==> config.mk <==
export PLATFORM = sky130hd
export DESIGN_NAME = gpio_regbank
export DESIGN_NICKNAME = d
export VERILOG_FILES = /design/src/rtl/gpio_regbank_pkg.sv /design/src/rtl/gpio_bit_reg.sv /design/src/rtl/gpio_in_sync.sv /design/src/rtl/gpio_pull_map.sv /design/src/rtl/gpio_regbank.sv
export SDC_FILE = /design/constraint.sdc
export NUM_CORES = 1
export LEC_CHECK = 0
export ABC_AREA = 0
export BUFFER_PORTS_ARGS = -buffer_cell sky130_fd_sc_hd__buf_4
export CORE_MARGIN = 2
export CORE_UTILIZATION = 50
export CTS_CLUSTER_SIZE = 30
export DETAILED_ROUTE_END_ITERATION = 8
export PLACE_DENSITY = 0.73
export SYNTH_ARGS = -nofsm -noshare
export SYNTH_HDL_FRONTEND = slang
export SYNTH_HIERARCHICAL = 1
export SYNTH_SLANG_ARGS = --single-unit
==> constraint.sdc <==
create_clock -name clk_i -period 1.9 [get_ports clk_i]
set_clock_uncertainty 0.15 [all_clocks]
set_input_delay 0.285 -clock clk_i [delete_from_list [all_inputs] [get_ports clk_i]]
set_output_delay 0.285 -clock clk_i [all_outputs]
set_load 0.01 [all_outputs]
==> src/rtl/gpio_regbank_pkg.sv <==
package gpio_regbank_pkg;

  localparam int BYTE_W      = 8;
  localparam int PULL_PINS_B = 4;
  localparam int CTRL_W      = 3;
  localparam int CTRL_ON     = 2;
  localparam int CD_PINS     = 2;

  typedef enum int {
    REG_CTRL = 0, REG_DIR, REG_DIN, REG_DOUT, REG_SET, REG_CLR,
    REG_PULL, REG_DEB, REG_END
  } gpio_reg_e;

  function automatic int data_bytes(int n);
    return (n + BYTE_W - 1) / BYTE_W;
  endfunction

  function automatic int pull_bytes(int n);
    return (n + PULL_PINS_B - 1) / PULL_PINS_B;
  endfunction

  function automatic int reg_size(int n, gpio_reg_e r);
    case (r)
      REG_CTRL: return 1;
      REG_PULL: return pull_bytes(n);
      REG_END:  return 0;
      default:  return data_bytes(n);
    endcase
  endfunction

  function automatic int reg_base(int n, gpio_reg_e r);
    int b;
    b = 0;
    for (int i = 0; i < int'(r); i++) b += reg_size(n, gpio_reg_e'(i));
    return b;
  endfunction

  function automatic int addr_w(int n);
    return $clog2(reg_base(n, REG_END));
  endfunction

endpackage

==> src/rtl/gpio_bit_reg.sv <==
module gpio_bit_reg #(
  parameter int N        = 18,
  parameter int ADDR_W   = 5,
  parameter int BASE     = 1,
  parameter int BASE_CLR = 0,
  parameter bit SET_CLR  = 1'b0
) (
  input  logic              clk_i,
  input  logic              rst_ni,
  input  logic              we_i,
  input  logic [ADDR_W-1:0] addr_i,
  input  logic [7:0]        wdata_i,
  output logic [N-1:0]      q_o
);

  logic [N-1:0] q_q, q_d;
  int addr_n;
  assign addr_n = int'(addr_i);

  for (genvar n = 0; n < N; n++) begin : g_bit
    localparam int BYTE_IDX = n / 8;
    localparam int BIT_IDX  = n % 8;
    logic hit;
    assign hit = we_i && (addr_n == BASE + BYTE_IDX);
    if (SET_CLR) begin : g_sc
      logic hit_c;
      assign hit_c = we_i && (addr_n == BASE_CLR + BYTE_IDX);
      // set and clear locations never share an address
      assign q_d[n] = hit   ? (q_q[n] | wdata_i[BIT_IDX])
                    : hit_c ? (q_q[n] & ~wdata_i[BIT_IDX])
                    : q_q[n];
    end else begin : g_plain
      assign q_d[n] = hit ? wdata_i[BIT_IDX] : q_q[n];
    end
  end

  always_ff @(posedge clk_i or negedge rst_ni) begin
    if (!rst_ni) q_q <= '0;
    else         q_q <= q_d;
  end

  assign q_o = q_q;

endmodule

==> src/rtl/gpio_in_sync.sv <==
module gpio_in_sync #(
  parameter int N = 18
) (
  input  logic         clk_i,
  input  logic         rst_ni,
  input  logic         en_i,
  input  logic [N-1:0] pin_i,
  output logic [N-1:0] din_o
);

  logic [N-1:0] s1_q, s2_q, din_q;

  always_ff @(posedge clk_i or negedge rst_ni) begin
    if (!rst_ni) begin
      s1_q  <= '0;
      s2_q  <= '0;
      din_q <= '0;
    end else begin
      s1_q <= pin_i;
      s2_q <= s1_q;
      if (en_i) din_q <= s2_q;
    end
  end

  assign din_o = din_q;

endmodule

==> src/rtl/gpio_pull_map.sv <==
module gpio_pull_map #(
  parameter int N = 18
) (
  input  logic [2*N-1:0] raw_i,
  output logic [N-1:0]   pu_o,
  output logic [N-1:0]   pd_o
);

  for (genvar n = 0; n < N; n++) begin : g_pin
    // conflicting request drives neither pull
    assign pd_o[n] = raw_i[2*n]   & ~raw_i[2*n+1];
    assign pu_o[n] = raw_i[2*n+1] & ~raw_i[2*n];
  end

endmodule

==> src/rtl/gpio_regbank.sv <==
module gpio_regbank
  import gpio_regbank_pkg::*;
#(
  parameter int NUM_PINS = 18,
  parameter int ADDR_W   = addr_w(NUM_PINS)
) (
  input  logic                clk_i,
  input  logic                rst_ni,
  input  logic [ADDR_W-1:0]   addr_i,
  input  logic [7:0]          wdata_i,
  input  logic                we_i,
  input  logic                re_i,
  output logic [7:0]          rdata_o,
  input  logic [NUM_PINS-1:0] pin_i,
  output logic [NUM_PINS-1:0] pin_out_o,
  output logic [NUM_PINS-1:0] pin_oe_o,
  output logic [NUM_PINS-1:0] pin_pu_o,
  output logic [NUM_PINS-1:0] pin_pd_o,
  output logic [NUM_PINS-1:0] deb_en_o,
  output logic [CD_PINS-1:0]  cd_en_o,
  output logic                module_on_o
);

  localparam int DB     = data_bytes(NUM_PINS);
  localparam int PB     = pull_bytes(NUM_PINS);
  localparam int A_CTRL = reg_base(NUM_PINS, REG_CTRL);
  localparam int A_DIR  = reg_base(NUM_PINS, REG_DIR);
  localparam int A_DIN  = reg_base(NUM_PINS, REG_DIN);
  localparam int A_DOUT = reg_base(NUM_PINS, REG_DOUT);
  localparam int A_SET  = reg_base(NUM_PINS, REG_SET);
  localparam int A_CLR  = reg_base(NUM_PINS, REG_CLR);
  localparam int A_PULL = reg_base(NUM_PINS, REG_PULL);
  localparam int A_DEB  = reg_base(NUM_PINS, REG_DEB);

  int addr_n;
  assign addr_n = int'(addr_i);

  logic [CTRL_W-1:0]     ctrl_q;
  logic                  module_on;
  logic [NUM_PINS-1:0]   dir_q, dout_q, deb_q, din_q;
  logic [2*NUM_PINS-1:0] pull_q;
  logic [7:0]            rd_nxt, rdata_q;

  always_ff @(posedge clk_i or negedge rst_ni) begin
    if (!rst_ni)                         ctrl_q <= '0;
    else if (we_i && addr_n == A_CTRL) ctrl_q <= wdata_i[CTRL_W-1:0];
  end

  assign module_on = ctrl_q[CTRL_ON];

  gpio_bit_reg #(.N(NUM_PINS), .ADDR_W(ADDR_W), .BASE(A_DIR),
                 .BASE_CLR(0), .SET_CLR(1'b0)) u_dir (
    .clk_i, .rst_ni, .we_i, .addr_i, .wdata_i, .q_o(dir_q)
  );

  gpio_bit_reg #(.N(NUM_PINS), .ADDR_W(ADDR_W), .BASE(A_SET),
                 .BASE_CLR(A_CLR), .SET_CLR(1'b1)) u_dout (
    .clk_i, .rst_ni, .we_i, .addr_i, .wdata_i, .q_o(dout_q)
  );

  gpio_bit_reg #(.N(2*NUM_PINS), .ADDR_W(ADDR_W), .BASE(A_PULL),
                 .BASE_CLR(0), .SET_CLR(1'b0)) u_pull (
    .clk_i, .rst_ni, .we_i, .addr_i, .wdata_i, .q_o(pull_q)
  );

  gpio_bit_reg #(.N(NUM_PINS), .ADDR_W(ADDR_W), .BASE(A_DEB),
                 .BASE_CLR(0), .SET_CLR(1'b0)) u_deb (
    .clk_i, .rst_ni, .we_i, .addr_i, .wdata_i, .q_o(deb_q)
  );

  gpio_in_sync #(.N(NUM_PINS)) u_sync (
    .clk_i, .rst_ni, .en_i(module_on), .pin_i, .din_o(din_q)
  );

  gpio_pull_map #(.N(NUM_PINS)) u_pmap (
    .raw_i(pull_q), .pu_o(pin_pu_o), .pd_o(pin_pd_o)
  );

  // read path: byte-padded views, unused bit positions read 0
  logic [DB*8-1:0] dir_pad, din_pad, dout_pad, deb_pad;
  logic [PB*8-1:0] pull_pad;

  assign dir_pad  = (DB*8)'(dir_q);
  assign din_pad  = (DB*8)'(din_q);
  assign dout_pad = (DB*8)'(dout_q);
  assign deb_pad  = (DB*8)'(deb_q);
  assign pull_pad = (PB*8)'(pull_q);

  always_comb begin
    rd_nxt = '0;
    if (addr_n == A_CTRL) rd_nxt = 8'(ctrl_q);
    for (int b = 0; b < DB; b++) begin
      if (addr_n == A_DIR + b)  rd_nxt = dir_pad[b*8 +: 8];
      if (addr_n == A_DIN + b)  rd_nxt = din_pad[b*8 +: 8];
      if (addr_n == A_DOUT + b) rd_nxt = dout_pad[b*8 +: 8];
      if (addr_n == A_DEB + b)  rd_nxt = deb_pad[b*8 +: 8];
    end
    for (int b = 0; b < PB; b++) begin
      if (addr_n == A_PULL + b) rd_nxt = pull_pad[b*8 +: 8];
    end
  end

  always_ff @(posedge clk_i or negedge rst_ni) begin
    if (!rst_ni)   rdata_q <= '0;
    else if (re_i) rdata_q <= rd_nxt;
  end

  assign rdata_o     = rdata_q;
  assign pin_out_o   = dout_q;
  assign pin_oe_o    = dir_q & {NUM_PINS{module_on}};
  assign deb_en_o    = deb_q;
  assign cd_en_o     = ctrl_q[CD_PINS-1:0];
  assign module_on_o = module_on;

endmodule

==> results of run 1 <==
## logic make-up (layout without fill, tap and decap cells)
group                  Yosys count  count (layout)  share of synthesized area
buffers and inverters           42             309                     0.0341
DFF                            155             155                      0.503
muxes                          103             103                      0.154
AOI/OAI and AO/OA              123             123                      0.116
and+or+nand+nor                217             217                      0.193
## cells in the mapped netlist, drive strengths merged (3+ instances only)
cell type    n
dfrtp      155
mux2        96
and2b       36
nand3       32
buf         29
and2        21
o21ai       21
a21oi       20
nand2       19
nor2        17
a22o        16
nor3        15
nand3b      11
nor2b       11
nand2b      10
nor3b        8
a211oi       7
a31oi        7
clkbuf       7
mux2i        7
and3         6
inv          6
o22ai        6
a32o         4
a32oi        4
nor4         4
o32ai        4
or4          4
a2111oi      3
nand4b       3
nor4b        3
o211ai       3
o311ai       3
or2          3
## power groups by stage
stage	sequential, mW	clock (mW)	combinational (mW)
after floorplan	4.33	0	1.24
after global placement	4.49	0	2.35
after detailed placement	4.52	0	2.40
after CTS	4.47	3.39	2.45
after global routing	4.56	3.52	2.63
final	4.49	3.33	2.45
## repair_timing
action / in CTS / in global routing
endpoints found under the setup margin: 18 / 19
resized for setup: 1 / 4
pin swaps: 0 / 0
endpoints found under the hold margin: 61 / 0
hold buffers: 19 / 0
## worst max-delay path: stages, from the launching register on
cell and delay (ps):
dfrtp_1 400, buf_12 230, and2_1 200, buf_4 140
## through the flow
| stage | setup TNS, ps | area [µm²] | utilization |
|---|---|---|---|
| 2_1_floorplan | 0 | 7720 | - |
| 3_3_place_gp | -5860 | 9690 | 0.640 |
| 3_5_place_dp | -7680 | 9690 | 0.640 |
| 4_1_cts | 0 | 10500 | 0.691 |
| 5_1_grt | 0 | 10500 | 0.692 |
| 6_report | 0 | 10500 | 0.692 |
## final cells by class
cell class / instances / area [µm²] / area share
sequential: 155 / 3880 / 0.370
multi-input combinational: 443 / 3580 / 0.342
timing repair buffer: 271 / 2170 / 0.207
clock buffer: 18 / 429 / 0.0410
tap: 188 / 235 / 0.0225
clock inverter: 14 / 151 / 0.0145
inverter: 6 / 22.5 / 0.00215
## routing by layer
metal	wire, µm	vias to the layer above
li1	-	2920
met1	10600	3256
met2	12200	271
met3	1150	33
met4	385	0
met5	0	-
## worst paths after layout
| kind | end | cells past startpoint | slack [ps] | start |
|---|---|---|---|---|
| worst max-delay path | pin_oe_o[8] | 3 | 70 | ctrl_q[2] |
| worst min-delay path | register | 2 | 80 | wdata_i[6] |
| worst max register to register | rdata_o[0] | 6 | 70 | u_sync/din_o[16] |
| worst min register to register | u_sync/s2_q[10] | 0 | 200 | u_sync/s1_q[10] |
| max in group asynchronous | u_sync/s1_q[12] | 3 | 720 | rst_ni |
| min in group asynchronous | u_deb/q_o[16] | 2 | 230 | rst_ni |
==> impl_metrics.env, run 1 <==
export IMPL_num_rows=45
export IMPL_cts_root_buf="clkbuf_16"
export IMPL_grt_max_degree=53
export IMPL_use_met3=0.0463
export IMPL_yosysSeqAreaShare=0.503
export IMPL_critPathKind="reg2out"
export IMPL_coreArea_um2=15100
export IMPL_drive_gt1_frac=0.486
export IMPL_numPortBuffers=135
export IMPL_htreeDepth=4
export IMPL_ios=136
export IMPL_grt_first_pass_wirelength_um=37700
export IMPL_grt_use_met1=0.415
export IMPL_die_x_um=128
export IMPL_synth_area_leaders="dfrtp_1 50%, mux2_2 13%, and2b_2 4.1%"
export IMPL_grtUsageMet2=0.514
export IMPL_hold_path_class="in2reg"
export IMPL_track_usage=0.307
export IMPL_comb_power_share=0.239
export IMPL_outcome="finished, final reports clean"
export IMPL_yosysWarnings=6
export IMPL_max_cap_violations=0
export IMPL_final_cell_mix="244 x buf_4, 155 x dfrtp_1, 86 x mux2_2, 36 x and2b_2, 32 x nand3_1"
export IMPL_grt_busiest_layer="met2"
export IMPL_drv_slew=0
export IMPL_antenna_cells=0
export IMPL_layout_cells_non_filler=1095
export IMPL_required_ps=1460
export IMPL_fmax_ghz=0.545
export IMPL_syn_nets=675
export IMPL_clock_sinks=155
export IMPL_post_cts_setup_buffers=0
export IMPL_p_total_mw=10.3
export IMPL_rsz0062_at_grt="no"
export IMPL_setup_viol=0
export IMPL_start_kind="register"
export IMPL_peakVddDrop_mv=0.865
export IMPL_num_vias=6480
export IMPL_switchingPower_mw=3.10
export IMPL_synth_cell_type_count=78
export IMPL_first_global_vias=6587
export IMPL_yosysTopAreaCellShare=0.503
export IMPL_powerDensity_nw_per_um2=981
export IMPL_clockBufferDepth=2
export IMPL_n_fill_cell=1115
export IMPL_path_max_fanout=38
export IMPL_setup_ws_ps=66.0
export IMPL_endpoint_kind="output port"
export IMPL_fin_crit_ps=1830
export IMPL_whs_ps=79.1
export IMPL_finalCritPeriodShare=0.965
export IMPL_pwr_share_clk=0.324
export IMPL_start_util=0.509
export IMPL_p_leak_nw=4.93
export IMPL_wl_per_cell_um=22.3
export IMPL_cts_made_buffers=17
export IMPL_synth_area_per_cell_um2=12.0
export IMPL_p_seq_frac=0.437
export IMPL_die_area_um2=16400
export IMPL_drtIter0Drc=546
export IMPL_syn_area_um2=7710
export IMPL_layout_cells_most_common="buf_4"
export IMPL_clkLatencyLatePin_ps=420
export IMPL_drtPass1Iterations=9
export IMPL_synthCells=640
export IMPL_drc_errors=0
export IMPL_dp_cells=1044
export IMPL_overflow=0
export IMPL_async_flop_share=1.00
export IMPL_clk_pin_slew_ps=70
export IMPL_ant_nets=0
export IMPL_synth_seq_cells=155
export IMPL_max_slew_worst_pin_slew_ps=665
export IMPL_tritoncts="done"
export IMPL_synth_top_cell_by_area="dfrtp_1"
export IMPL_finalNetCount=929
export IMPL_hold_violations=0
export IMPL_pre_cts_slack_ps=-202
export IMPL_relSlewSlack=0.556
export IMPL_syn_to_final_growth_pct=35.9
export IMPL_grt_antenna_before_repair=0
export IMPL_p_int_mw=7.17
export IMPL_crit_arrival_ps=1400
export IMPL_switching_share=0.302
export IMPL_synth_edf_count=0
export IMPL_hpwlAfterDp_um=18100
export IMPL_ys_flop_type="dfrtp_1"
export IMPL_place_gp_congestion=0.972
export IMPL_viasPerCell=5.92
export IMPL_wirelength_um=24400
export IMPL_die_h_um=128
Power figures use the tool's default switching activity.
==> run 2: changes to the inputs <==
--- a/config.mk
+++ b/config.mk
@@ -11,6 +11,7 @@
 export CORE_UTILIZATION = 50
 export CTS_CLUSTER_SIZE = 30
 export DETAILED_ROUTE_END_ITERATION = 8
+export GPL_ROUTABILITY_DRIVEN = 0
 export PLACE_DENSITY = 0.73
 export SYNTH_ARGS = -nofsm -noshare
 export SYNTH_HDL_FRONTEND = slang
==> constraint.sdc (replaced) <==
create_clock -name clk_i -period 1.9 [get_ports clk_i]
set_clock_uncertainty 0.15 [all_clocks]
set_input_delay 0.475 -clock clk_i [delete_from_list [all_inputs] [get_ports clk_i]]
set_output_delay 0.475 -clock clk_i [all_outputs]
set_load 0.01 [all_outputs]
==> run 2 against run 1 <==
The flow now finishes with violations (negative setup slack). Maximum frequency is 5.1% lower. Sequential power hardly changed. Largest power group unchanged. Cell count is 0.55% lower. Cell area is 1.5% higher.
==> impl_metrics.env, run 2 (same netlist as run 1, synthesis figures left out) <==
export IMPL_fin_crit_ps=1930
export IMPL_die_x_um=128
export IMPL_wl_met2_um=11500
export IMPL_htreeDepth=4
export IMPL_cp_cell_sequence="buf_12 > and2_1 > buf_4"
export IMPL_die_area_um2=16400
export IMPL_drive_gt1_frac=0.498
export IMPL_track_usage=0.293
export IMPL_p_leak_nw=4.98
export IMPL_clockBufferDepth=2
export IMPL_wirelength_um=23500
export IMPL_drtIter0Drc=582
export IMPL_relSlewSlack=0.584
export IMPL_finalCritPeriodShare=1.02
export IMPL_wl_met3_um=1730
export IMPL_coreArea_um2=15100
export IMPL_num_rows=45
export IMPL_start_util=0.509
export IMPL_hpwlAfterDp_um=17100
export IMPL_grt_antenna_before_repair=1
export IMPL_cts_made_buffers=17
export IMPL_antenna_cells=0
export IMPL_layout_cells_most_common="buf_4"
export IMPL_crit_path_max_incr_delay_ps=410
export IMPL_grt_max_degree=51
export IMPL_die_h_um=128
export IMPL_peakVddDrop_mv=0.680
export IMPL_drc_errors=0
export IMPL_finalNetCount=923
export IMPL_critPathKind="reg2out"
export IMPL_start_kind="register"
export IMPL_powerDensity_nw_per_um2=1000
export IMPL_clk_pin_slew_ps=60
export IMPL_endpoint_kind="output port"
export IMPL_wl_per_cell_um=21.6
export IMPL_numPortBuffers=135
export IMPL_rsz0062_at_grt="yes"
export IMPL_required_ps=1270
export IMPL_first_global_vias=6669
export IMPL_n_fill_cell=1096
export IMPL_ios=136
export IMPL_drt_met1_wl_um=9300
export IMPL_crit_arrival_ps=1310
export IMPL_syn_to_final_growth_pct=37.8
export IMPL_tritoncts="done"
export IMPL_drv_slew=0
export IMPL_num_vias=6590
export IMPL_hold_path_class="reg2reg"
export IMPL_viasPerCell=6.05
export IMPL_violations="negative setup slack"
export IMPL_drtPass1Iterations=7
export IMPL_setup_ws_ps=-32.2
export IMPL_whs_ps=198
export IMPL_path_max_fanout=19
export IMPL_max_slew_worst_pin_slew_ps=623
export IMPL_fmax_ghz=0.518
export IMPL_slowest_stage="dfrtp_1"
export IMPL_max_cap_violations=0
export IMPL_grt_first_pass_wirelength_um=36400
export IMPL_final_cell_mix="225 x buf_4, 153 x dfrtp_1, 86 x mux2_2, 36 x and2b_2, 32 x nand3_1"
export IMPL_overflow=0
export IMPL_p_total_mw=10.7
export IMPL_hold_violations=0
export IMPL_cts_root_buf="clkbuf_16"
export IMPL_ant_nets=0
export IMPL_setup_viol=15
export IMPL_clock_sinks=155
export IMPL_outcome="finished with violations"
export IMPL_topRoutingLayerUsed="met5"
export IMPL_clkLatencyLatePin_ps=440
-- run 2: cell count changes in the layout (fill, tap and decap cells not counted), sizes merged --
| cell | change |
|---|---|
| clkinvlp | -1 |
| bufbuf | +1 |
| clkinv | -2 |
| buf | -7 |
| bufinv | +2 |
| inv | +1 |
-- run 2: repair_timing --
action | CTS | global route
gates cloned | 1 | 0
setup buffers | 1 | 0
gates resized for setup | 7 | 12
endpoints found under the setup margin | 19 | 21
hold buffers | 19 | 0
endpoints found under the hold margin | 47 | 0
-- run 2: metal layers --
layer  up-vias  global-route usage
met3        74              0.0605
li1       2891                   -
met1      3245               0.360
met2       378               0.493
met4         2               0.143
met5         -                   0
-- run 2: through the flow --
step	cells	utilization	TNS, ps	worst slack, ps	area, µm²
3_3_place_gp	1036	0.641	-14920	-290	9710
6_report	1089	0.702	-234	-32.2	10600
3_5_place_dp	1036	0.641	-17430	-388	9710
5_1_grt	1089	0.702	-747	-56.5	10600
2_1_floorplan	640	-	-499	-161	7760
4_1_cts	1089	0.700	-388	-29.6	10600
-- run 2: worst paths after layout --
check | to | startpoint | slack (ps) | depth (start not counted)
hold / removal | u_sync/s2_q[2] | u_sync/s1_q[2] | 200 | 0
max in group asynchronous | u_sync/s2_q[13] | rst_ni | 670 | 3
hold reg to reg | u_sync/s2_q[2] | u_sync/s1_q[2] | 200 | 0
setup reg to reg | rdata_o[3] | u_pull/q_o[3] | 40 | 5
min in group asynchronous | u_pull/q_o[9] | rst_ni | 360 | 2
setup / recovery | pin_oe_o[7] | ctrl_q[2] | -30 | 3
-- run 2: report_power, final --
part           internal [mW]  switching [mW]
logic                   1.48            1.03
clock network           2.16            1.49
registers               3.89           0.618
total                   7.53            3.14
-- run 2: cell type report --
| cell class | instances | area [µm²] | area share |
|---|---|---|---|
| sequential | 155 | 3880 | 0.365 |
| multi-input combinational | 443 | 3620 | 0.340 |
| timing repair buffer | 265 | 2230 | 0.210 |
| clock buffer | 18 | 439 | 0.0413 |
| tap | 188 | 235 | 0.0221 |
| clock inverter | 14 | 199 | 0.0187 |
| inverter | 6 | 22.5 | 0.00212 |
-- run 2: worst max-delay path: cells and delay by family, from the launching register on --
kind / cells / cell delay [ps]
buf+inv: 2 / 310
flops: 1 / 410
simple gates: 1 / 150
==> run 3: changes to the inputs <==
--- a/config.mk
+++ b/config.mk
@@ -8,11 +8,11 @@
 export ABC_AREA = 0
 export BUFFER_PORTS_ARGS = -buffer_cell sky130_fd_sc_hd__buf_4
 export CORE_MARGIN = 2
-export CORE_UTILIZATION = 50
+export CORE_UTILIZATION = 56
 export CTS_CLUSTER_SIZE = 30
 export DETAILED_ROUTE_END_ITERATION = 8
 export GPL_ROUTABILITY_DRIVEN = 0
-export PLACE_DENSITY = 0.73
+export PLACE_DENSITY = 0.8
 export SYNTH_ARGS = -nofsm -noshare
 export SYNTH_HDL_FRONTEND = slang
 export SYNTH_HIERARCHICAL = 1
==> run 3 against run 2 <==
The flow still finishes with violations (negative setup slack). Combinational power hardly changed. Die area is 10% lower. Sequential cell count stayed put. Register-to-register slack better by 70 ps. Sequential power hardly changed. Clock-buffer cell count is 1 higher. Via count is 0.61% higher. Hold slack worse by 3.0 ps. Routed wire length is 1.3% higher. First-iteration DRC count is 46% higher.
==> impl_metrics.env, run 3 (same netlist as run 1, synthesis figures left out) <==
export IMPL_outcome="finished with violations"
export IMPL_violations="negative setup slack"
export IMPL_drt_met1_wl_um=9230
export IMPL_critPathTopFamily="flip-flops"
export IMPL_hold_path_class="reg2reg"
export IMPL_crit_path_max_incr_delay_ps=430
export IMPL_fin_tns_setup_ps=-282
export IMPL_design_area_um2=10500
export IMPL_path_max_fanout=19
export IMPL_relSlewSlack=0.478
export IMPL_rsz0062_at_grt="yes"
export IMPL_crit_cells=3
export IMPL_regToRegEndpoint="rdata_o[0]"
export IMPL_layout_cells_most_common="buf_4"
export IMPL_max_slew_worst_pin_slew_ps=763
export IMPL_worstHoldEndpoint="u_sync/s2_q[0]"
export IMPL_wl_per_cell_um=22.3
export IMPL_grt_max_degree=49
export IMPL_clockBufferDepth=2
export IMPL_setup_viol=17
export IMPL_hpwlAfterDp_um=16700
export IMPL_drc_errors=0
export IMPL_cts_made_buffers=17
export IMPL_rr_startpoint="u_dir/q_o[16]"
export IMPL_n_fill_cell=799
export IMPL_drtPass1Iterations=6
export IMPL_endpoint_kind="output port"
export IMPL_finalNetCount=914
export IMPL_p_leak_nw=4.91
export IMPL_seq_area_um2=3880
export IMPL_grt_antenna_before_repair=0
export IMPL_drtIter0Drc=851
export IMPL_whs_path_depth=0
export IMPL_numPortBuffers=135
export IMPL_num_rows=42
export IMPL_fin_crit_ps=1930
export IMPL_r2r_cells=5
export IMPL_path_buf_inv=2
export IMPL_die_h_um=121
export IMPL_slowest_stage="dfrtp_2"
export IMPL_ios=136
export IMPL_drive_gt1_frac=0.499
export IMPL_coreArea_um2=13300
export IMPL_num_vias=6630
export IMPL_cp_cell_sequence="buf_12 > and2_1 > buf_6"
export IMPL_clk_pin_slew_ps=60
export IMPL_die_x_um=121
export IMPL_ant_nets=0
export IMPL_start_kind="register"
export IMPL_final_cell_mix="216 x buf_4, 152 x dfrtp_1, 86 x mux2_2, 36 x and2b_2, 32 x nand3_1"
export IMPL_grt_first_pass_wirelength_um=37000
export IMPL_wirelength_um=23800
export IMPL_setup_ws_ps=-31.4
export IMPL_topRoutingLayerUsed="met4"
export IMPL_track_usage=0.334
export IMPL_antenna_cells=0
export IMPL_htreeDepth=4
export IMPL_multi_input_area_um2=3630
export IMPL_critPathKind="reg2out"
export IMPL_clkLatencyLatePin_ps=430
export IMPL_crit_arrival_ps=1310
export IMPL_first_global_vias=6674
export IMPL_hold_violations=0
export IMPL_fmax_ghz=0.518
export IMPL_min_from="u_sync/s1_q[0]"
export IMPL_drv_slew=0
export IMPL_clock_sinks=155
export IMPL_post_dp_cell_area_um2=9580
export IMPL_powerDensity_nw_per_um2=1010
export IMPL_cts_root_buf="clkbuf_16"
export IMPL_max_cap_violations=0
export IMPL_start_util=0.578
export IMPL_wl_met2_um=11600
export IMPL_viasPerCell=6.21
export IMPL_finalCritPeriodShare=1.02
export IMPL_r2r_slack_ps=110
export IMPL_overflow=0
export IMPL_required_ps=1270
export IMPL_peakVddDrop_mv=0.775
export IMPL_fin_util=0.788
export IMPL_syn_to_final_growth_pct=36.4
export IMPL_tritoncts="done"
export IMPL_die_area_um2=14700
export IMPL_wl_met3_um=2060
## run 3: how the worst max path moves through the flow
stage               startpoint           end  slack [ps]
floorplan            addr_i[4]    rdata_o[0]        -160
global placement     addr_i[2]    rdata_o[6]        -240
detailed placement   addr_i[0]    rdata_o[1]        -400
CTS                  ctrl_q[2]   pin_oe_o[9]         -30
global route         ctrl_q[2]  pin_oe_o[11]         -60
finish               ctrl_q[2]  pin_oe_o[11]         -30
## run 3: timing repair
action | 4_1_cts | 5_1_grt
pin swaps | 0 | 2
hold endpoints to repair | 52 | 0
setup endpoints to repair | 18 | 23
resized for setup | 6 | 19
buffers inserted | 1 | 2
cloned | 1 | 0
hold buffers | 19 | 0
## run 3: layout make-up
cell class,count,share of cell area
Multi-Input combinational cell,443,0.345
Tap cell,176,0.0209
Clock inverter,13,0.0155
Timing Repair Buffer,256,0.204
Inverter,6,0.00214
Clock buffer,19,0.0431
Sequential cell,155,0.369
## run 3: metrics by stage
step | hold WS (ps) | cells | power, mW | setup slack [ps]
6_report | 195 | 1068 | 10.6 | -31.4
5_1_grt | 199 | 1068 | 11.0 | -60.9
4_1_cts | 199 | 1066 | 10.5 | -33.9
2_1_floorplan | 29.4 | 640 | 5.58 | -161
3_5_place_dp | 185 | 1013 | 6.89 | -405
3_3_place_gp | 181 | 1013 | 6.78 | -242
## run 3: metal layers
metal	global-route usage	vias to the layer above
met5	0	-
met1	0.423	3250
met4	0.146	0
met2	0.544	418
li1	-	2862
met3	0.0869	100
## run 3: worst reg2reg max path: cells and delay by family, from the launching register on
kind | cells | cell delay, ps
AO/OA/AOI/OAI | 3 | 540
AND/OR/NAND/NOR | 2 | 620
flip-flops | 1 | 420
## run 3: power breakdown
group | switching [mW] | internal (mW) | leakage (nW) | total, mW
Sequential | 0.620 | 3.89 | 1.92 | 4.51
Clock | 1.42 | 2.14 | 0.296 | 3.56
Combinational | 1.05 | 1.48 | 2.69 | 2.53
Total | 3.09 | 7.52 | 4.91 | 10.6
